==> src/rtl/idata_pkg.sv <==
// Shared encodings for the internal data memory access unit.
// Assumes an 8-bit address space and byte-wide data throughout.
package idata_pkg;
    localparam int AW = 8;
    localparam int DW = 8;
    localparam int RAM_DEPTH = 1 << AW;

    typedef enum logic [1:0] {
        ACC_DIRECT   = 2'b00,
        ACC_REGISTER = 2'b01,
        ACC_INDIRECT = 2'b10,
        ACC_STACK    = 2'b11
    } acc_mode_e;

    localparam logic [AW-1:0] SFR_SP   = 8'h81;
    localparam logic [AW-1:0] SFR_DPL  = 8'h82;
    localparam logic [AW-1:0] SFR_DPH  = 8'h83;
    localparam logic [AW-1:0] SFR_PSW  = 8'hD0;
    localparam logic [AW-1:0] SFR_ACC  = 8'hE0;
    localparam logic [AW-1:0] SFR_B    = 8'hF0;
    localparam logic [DW-1:0] SP_RESET = 8'h07;
endpackage

==> src/rtl/idata_addr_map.sv <==
// Resolves a request to either an SFR or a RAM byte address.
// Assumes the pointer byte for indirect mode is read combinationally
// from RAM at ptr_addr by the caller.
module idata_addr_map
    import idata_pkg::*;
(
    input  logic [1:0]    mode,
    input  logic          rd_en,
    input  logic          wr_en,
    input  logic [AW-1:0] addr,
    input  logic [1:0]    bank,
    input  logic [DW-1:0] sp,
    input  logic [DW-1:0] ptr,
    output logic [AW-1:0] ptr_addr,
    output logic [AW-1:0] ram_addr,
    output logic          is_sfr,
    output logic          push,
    output logic          pop
);
    localparam int PAD = AW - 5;

    // Address of R0/R1 in the active bank, used as the indirect pointer.
    assign ptr_addr = {{PAD{1'b0}}, bank, 2'b00, addr[0]};

    // Mode-dependent target selection.
    always_comb begin
        is_sfr   = 1'b0;
        ram_addr = addr;
        unique case (acc_mode_e'(mode))
            ACC_DIRECT:   is_sfr = addr[AW-1];
            ACC_REGISTER: ram_addr = {{PAD{1'b0}}, bank, addr[2:0]};
            ACC_INDIRECT: ram_addr = ptr;
            ACC_STACK:    ram_addr = wr_en ? sp + 8'd1 : sp;
            default:      ram_addr = addr;
        endcase
    end

    // Stack operations; a write strobe takes precedence over a read.
    assign push = (mode == ACC_STACK) && wr_en;
    assign pop  = (mode == ACC_STACK) && rd_en && !wr_en;
endmodule

==> src/rtl/idata_ram.sv <==
// 256-byte internal RAM with one write port and two async read ports.
// Assumes contents are not cleared by reset; rst_n only gates checks.
module idata_ram
    import idata_pkg::*;
#(
    parameter int DEPTH = RAM_DEPTH,
    parameter int WIDTH = DW
) (
    input  logic                     clk,
    input  logic                     rst_n,
    input  logic                     we,
    input  logic [$clog2(DEPTH)-1:0] waddr,
    input  logic [WIDTH-1:0]         wdata,
    input  logic [$clog2(DEPTH)-1:0] raddr_a,
    output logic [WIDTH-1:0]         rdata_a,
    input  logic [$clog2(DEPTH)-1:0] raddr_b,
    output logic [WIDTH-1:0]         rdata_b
);
    logic [WIDTH-1:0] mem [DEPTH];

    // Byte write on the rising edge.
    always_ff @(posedge clk) begin
        if (we) mem[waddr] <= wdata;
    end

    // Combinational reads for data and pointer.
    assign rdata_a = mem[raddr_a];
    assign rdata_b = mem[raddr_b];

    // R1
    ram_write_chk: assert property (@(posedge clk) disable iff (!rst_n)
        we |=> mem[$past(waddr)] == $past(wdata));
endmodule

==> src/rtl/idata_sfr.sv <==
// Special function register bank: ACC, B, PSW, SP, DPL, DPH.
// Assumes push/pop never coincide with a direct SFR write.
// Unimplemented addresses read zero and ignore writes.
module idata_sfr
    import idata_pkg::*;
(
    input  logic          clk,
    input  logic          rst_n,
    input  logic          we,
    input  logic [AW-1:0] addr,
    input  logic [DW-1:0] wdata,
    input  logic          push,
    input  logic          pop,
    output logic [DW-1:0] rdata,
    output logic [DW-1:0] sp,
    output logic [1:0]    bank
);
    logic [DW-1:0] acc_q, b_q, psw_q, dpl_q, dph_q, sp_q;

    // Storage SFR writes and reset.
    always_ff @(posedge clk) begin
        if (!rst_n) begin
            acc_q <= '0; b_q <= '0; psw_q <= '0; dpl_q <= '0; dph_q <= '0;
        end else if (we) begin
            case (addr)
                SFR_ACC: acc_q <= wdata;
                SFR_B:   b_q   <= wdata;
                SFR_PSW: psw_q <= wdata;
                SFR_DPL: dpl_q <= wdata;
                SFR_DPH: dph_q <= wdata;
                default: ;
            endcase
        end
    end

    // Stack pointer: push pre-increments, pop post-decrements, or direct write.
    always_ff @(posedge clk) begin
        if (!rst_n)                       sp_q <= SP_RESET;
        else if (push)                    sp_q <= sp_q + 8'd1;
        else if (pop)                     sp_q <= sp_q - 8'd1;
        else if (we && addr == SFR_SP)    sp_q <= wdata;
    end

    // Read mux; holes read as zero.
    always_comb begin
        case (addr)
            SFR_ACC: rdata = acc_q;
            SFR_B:   rdata = b_q;
            SFR_PSW: rdata = psw_q;
            SFR_DPL: rdata = dpl_q;
            SFR_DPH: rdata = dph_q;
            SFR_SP:  rdata = sp_q;
            default: rdata = '0;
        endcase
    end

    assign sp   = sp_q;
    assign bank = psw_q[4:3];

    // R6
    sp_reset_chk: assert property (@(posedge clk) disable iff (!rst_n)
        $past(!rst_n) |-> sp_q == SP_RESET);
    // R7
    push_inc_chk: assert property (@(posedge clk) disable iff (!rst_n)
        push |=> sp_q == $past(sp_q) + 8'd1);
    // R8
    pop_dec_chk: assert property (@(posedge clk) disable iff (!rst_n)
        pop |=> sp_q == $past(sp_q) - 8'd1);
    // R3
    sfr_quiet_chk: assert property (@(posedge clk) disable iff (!rst_n)
        (!we && !push && !pop) |=> $stable({acc_q, b_q, psw_q, dpl_q, dph_q, sp_q}));
endmodule

==> src/rtl/idata_unit.sv <==
// Internal data memory access unit: routes direct, register, indirect
// and stack requests to RAM or SFRs and registers the read data.
// Assumes one request per cycle with no back-pressure.
module idata_unit
    import idata_pkg::*;
(
    input  logic          clk,
    input  logic          rst_n,
    input  logic [1:0]    mode,
    input  logic [AW-1:0] addr,
    input  logic          rd_en,
    input  logic          wr_en,
    input  logic [DW-1:0] wdata,
    output logic [DW-1:0] rdata
);
    logic [AW-1:0] ptr_addr, ram_addr;
    logic [DW-1:0] ptr_byte, ram_rd, sfr_rd, sp;
    logic [1:0]    bank;
    logic          is_sfr, push, pop, rd_take;
    logic [DW-1:0] rdata_q;

    idata_addr_map u_map (
        .mode(mode), .rd_en(rd_en), .wr_en(wr_en), .addr(addr),
        .bank(bank), .sp(sp), .ptr(ptr_byte),
        .ptr_addr(ptr_addr), .ram_addr(ram_addr), .is_sfr(is_sfr),
        .push(push), .pop(pop)
    );

    idata_ram u_ram (
        .clk(clk), .rst_n(rst_n),
        .we(wr_en && !is_sfr), .waddr(ram_addr), .wdata(wdata),
        .raddr_a(ram_addr), .rdata_a(ram_rd),
        .raddr_b(ptr_addr), .rdata_b(ptr_byte)
    );

    idata_sfr u_sfr (
        .clk(clk), .rst_n(rst_n),
        .we(wr_en && is_sfr), .addr(addr), .wdata(wdata),
        .push(push), .pop(pop),
        .rdata(sfr_rd), .sp(sp), .bank(bank)
    );

    assign rd_take = rd_en && !wr_en;

    // Registered read data, held when no read is accepted.
    always_ff @(posedge clk) begin
        if (!rst_n)       rdata_q <= '0;
        else if (rd_take) rdata_q <= is_sfr ? sfr_rd : ram_rd;
    end

    assign rdata = rdata_q;

    // R10
    rdata_hold_chk: assert property (@(posedge clk) disable iff (!rst_n)
        !rd_take |=> $stable(rdata_q));
    // R3
    upper_ram_chk: assert property (@(posedge clk) disable iff (!rst_n)
        (mode != ACC_DIRECT) |-> !is_sfr);
endmodule

==> config.mk <==
export PLATFORM = sky130hd
export DESIGN_NAME = idata_unit
export DESIGN_NICKNAME = d
export VERILOG_FILES = /design/src/rtl/idata_pkg.sv /design/src/rtl/idata_addr_map.sv /design/src/rtl/idata_ram.sv /design/src/rtl/idata_sfr.sv /design/src/rtl/idata_unit.sv
export SDC_FILE = /design/constraint.sdc
export NUM_CORES = 2
export LEC_CHECK = 0
export ABC_AREA = 1
export BUFFER_PORTS_ARGS = -buffer_cell sky130_fd_sc_hd__clkbuf_2
export CAP_MARGIN = 40
export CORE_ASPECT_RATIO = 1.1
export CORE_MARGIN = 2
export CORE_UTILIZATION = 28
export CTS_CLUSTER_SIZE = 12
export DETAILED_ROUTE_END_ITERATION = 8
export PLACE_DENSITY = 0.38
export SLEW_MARGIN = 10
export SYNTH_ARGS = -nofsm -noshare
export SYNTH_HDL_FRONTEND = slang
export SYNTH_SLANG_ARGS = --single-unit
==> constraint.sdc <==
create_clock -name clk -period 6 [get_ports clk]
set_input_delay 1.8 -clock clk [delete_from_list [all_inputs] [get_ports clk]]
set_output_delay 1.8 -clock clk [all_outputs]
set_load 0.005 [all_outputs]
==> results.toml <==
[status]
outcome = "finished, final reports clean"

[grt]
grt_pass1_wl_mm = 457
grtUsageMet1_pct = 25.9
busiest_layer = "met2"
grt_overflow = 0
grt.met3_usage_pct = 2.67
use_met2_pct = 31.4
track_usage_pct = 19.0
antenna_found_initial = 23
first_global_vias = 63591
grt_max_degree = 124

[worst_setup_path]
path_buf_inv = 8
path_cells = "clkbuf_2, nand2_1, nor2_4, inv_2, nand2_1, o21ai_4, nand3_4, inv_8, buf_12, buf_12, nor3_4, inv_1, nor2_1, inv_2, buf_12, nor2_1"
cp.arrival_ps = 5460
crit_type = "in2reg"
cpPeakStageDelay_ps = 650
worst_setup_path_start_kind = "input pin"
critPathRequiredTime_ps = 6470
endpoint_kind = "flop"
path_max_fanout = 32
crit_top_cell = "buf_12"
path_delay_family = "simple AND/OR/NAND/NOR gates"
slowest_stage = "nor2_1"

[clock_network]
cts_buffer_depth = 4
cts_sinks = 2104
root_buffer = "clkbuf_16"
htree_num_levels = 4
tritoncts = "done"
path_clk_slew_ps = 60
post_cts_buffers = 0
postCtsResizedCells = 0
numCtsBuffers = 239
insertion_delay_ps = 900
postCtsHoldBufs = 0

[logic_synthesis]
yosysWarnings = 0
syn-num-nets = 8953
ys_seq_area_share_pct = 69.2
yosysUniqueCellTypes = 43
synthCells = 8929
synth.avg_cell_area_um2 = 10.1
synth-seq-cells = 2104
syn-cell-area_mm2 = 0.0905

[placed_design]
hpwl_mm = 193
io_buffers = 29
pre_cts_ws_ps = 90.8
gp_congestion = 0.814

[floorplanning]
die_width_um = 546
die_h_um = 600
dieArea_mm2 = 0.328
core_mm2 = 0.321
floorplan.rows = 218
initial_utilization_pct = 28.2
ios = 30

[layout]
synthToLayoutAreaGrowth_pct = 17.3
num-nets-final = 9234
final_cell_mix = "4643 x nand2_1, 2048 x edfxtp_1, 587 x nor2_1"
final_common_cell = "nand2_1"
drive_gt1_share_pct = 9.93

[timing]
skew_ps = 65.4
worst_slack_ps = 1010
worstMarginPinSlew_ps = 956
rsz0062_at_grt = "no"
tns_ps = 0
finalSetupViolCount = 0
fin_crit_ps = 4990
maxSlewHeadroom_pct = 36.3
maxSlewViolCount = 0
finalCritPeriodShare_pct = 83.1
hold_violations = 0
clock.fmax_ghz = 0.201

[routing]
drcViolationCount = 0
drt_wl_total_mm = 318
first_iter_violations = 5265
vias_per_cell = 4.67
wl_per_cell_um = 23.2
vias = 63844
dr.pass1.iters = 8
final_antenna_net_count = 0

[power]
p_leak_uw = 0.0421
peakVddDrop_mv = 0.262
power_density_mw_per_mm2 = 323

[flow_run]
drv_cap = 0

[worst_hold_path]
hold_class = "reg2reg"
[layer usage]
metal,routed length (µm),vias to the layer above
met3,15900,401
met1,143000,31574
li1,-,30343
met2,150000,1524
met4,8800,2
met5,13,-
[cell type report]
cell class / instances / area [µm²]
sequential: 2104 / 62600
clock inverter: 132 / 1010
antenna: 4 / 10.0
tap: 4290 / 5370
inverter: 118 / 455
multi-input combinational: 6170 / 25000
clock buffer: 288 / 6190
timing repair buffer: 577 / 5520
fill: 32849 / 215000
[final timing paths]
path / from / to / slack (ps) / cells past startpoint
hold / removal: rdata[6] / rdata[6] / 470 / 2
setup / recovery: mode[0] / u_ram.mem[215][2] / 1010 / 16
hold reg to reg: rdata[6] / rdata[6] / 470 / 2
setup reg to reg: u_sfr.psw_q[4] / u_ram.mem[215][2] / 1540 / 13
[per-stage QoR]
step / cell area [µm²] / hold slack [ps] / util, % / cells / total power [µW]
floorplan: 90500 / 462 / - / 8929 / 18800
global placement: 98900 / 462 / 30.8 / 13253 / 20800
detailed placement: 99000 / 459 / 30.8 / 13259 / 20800
CTS: 106000 / 468 / 33.1 / 13679 / 34800
global route: 106000 / 514 / 33.1 / 13682 / 35600
finish: 106000 / 471 / 33.1 / 13683 / 34300
[report_power, final]
group | internal [µW] | switching [µW] | total, µW
combinational | 1100 | 3140 | 4240
clock | 7860 | 6030 | 13900
sequential | 16200 | 19.8 | 16200
[cell usage after synthesis, drive strengths merged]
cell / n / area share, %
nand2: 4660 / 19
edfxtp: 2048 / 68
nor2: 595 / 2.5
buf: 358 / 2.0
nand3: 344 / 1.9
nand4: 280 / 1.9
clkbuf: 179 / 0.74
o21ai: 137 / 0.77
inv: 117 / 0.49
a21oi: 75 / 0.41
dfxtp: 56 / 1.2
o211ai: 16 / 0.13
nor3: 11 / 0.090
a221oi: 9 / 0.087
nor4: 7 / 0.069
a41oi: 5 / 0.048
o21bai: 5 / 0.041
a22oi: 4 / 0.033
xor2: 4 / 0.039
a31oi: 3 / 0.021
o22ai: 3 / 0.021
ha: 2 / 0.028
nand3b: 2 / 0.017
o2111ai: 2 / 0.019
a21o: 1 / 0.0083
and3: 1 / 0.0069
clkinv: 1 / 0.0041
nor2b: 1 / 0.0069
o221ai: 1 / 0.0097
or2: 1 / 0.0069
xnor2: 1 / 0.0097
[state kept, by name (all words and copies together) (netlist names)]
name,count
u_sfr.sp,8
u_sfr.b_q,8
u_ram.mem,2048
u_sfr.psw_q,8
u_sfr.dph_q,8
u_sfr.dpl_q,8
u_sfr.acc_q,8
rdata,8
[worst min-delay path: cells and delay by family, from the launching register on]
kind,cells,cell delay [ps]
AO/OA/AOI/OAI,1,60
flip-flops,1,310
AND/OR/NAND/NOR,1,60
[kinds of logic (layout without fill, tap and decap cells)]
group	after synthesis	in the layout	synth area share (%)
flip-flops	2104	2104	69.2
AND/OR/NAND/NOR	5902	5902	25.9
AO/OA/AOI/OAI	261	261	1.60
other	0	4	0
adder cells (fa/ha/maj)	2	2	0.0276
XOR/XNOR	5	5	0.0484
buffers and inverters	655	1115	3.26
(Power assumes the default switching activity.)
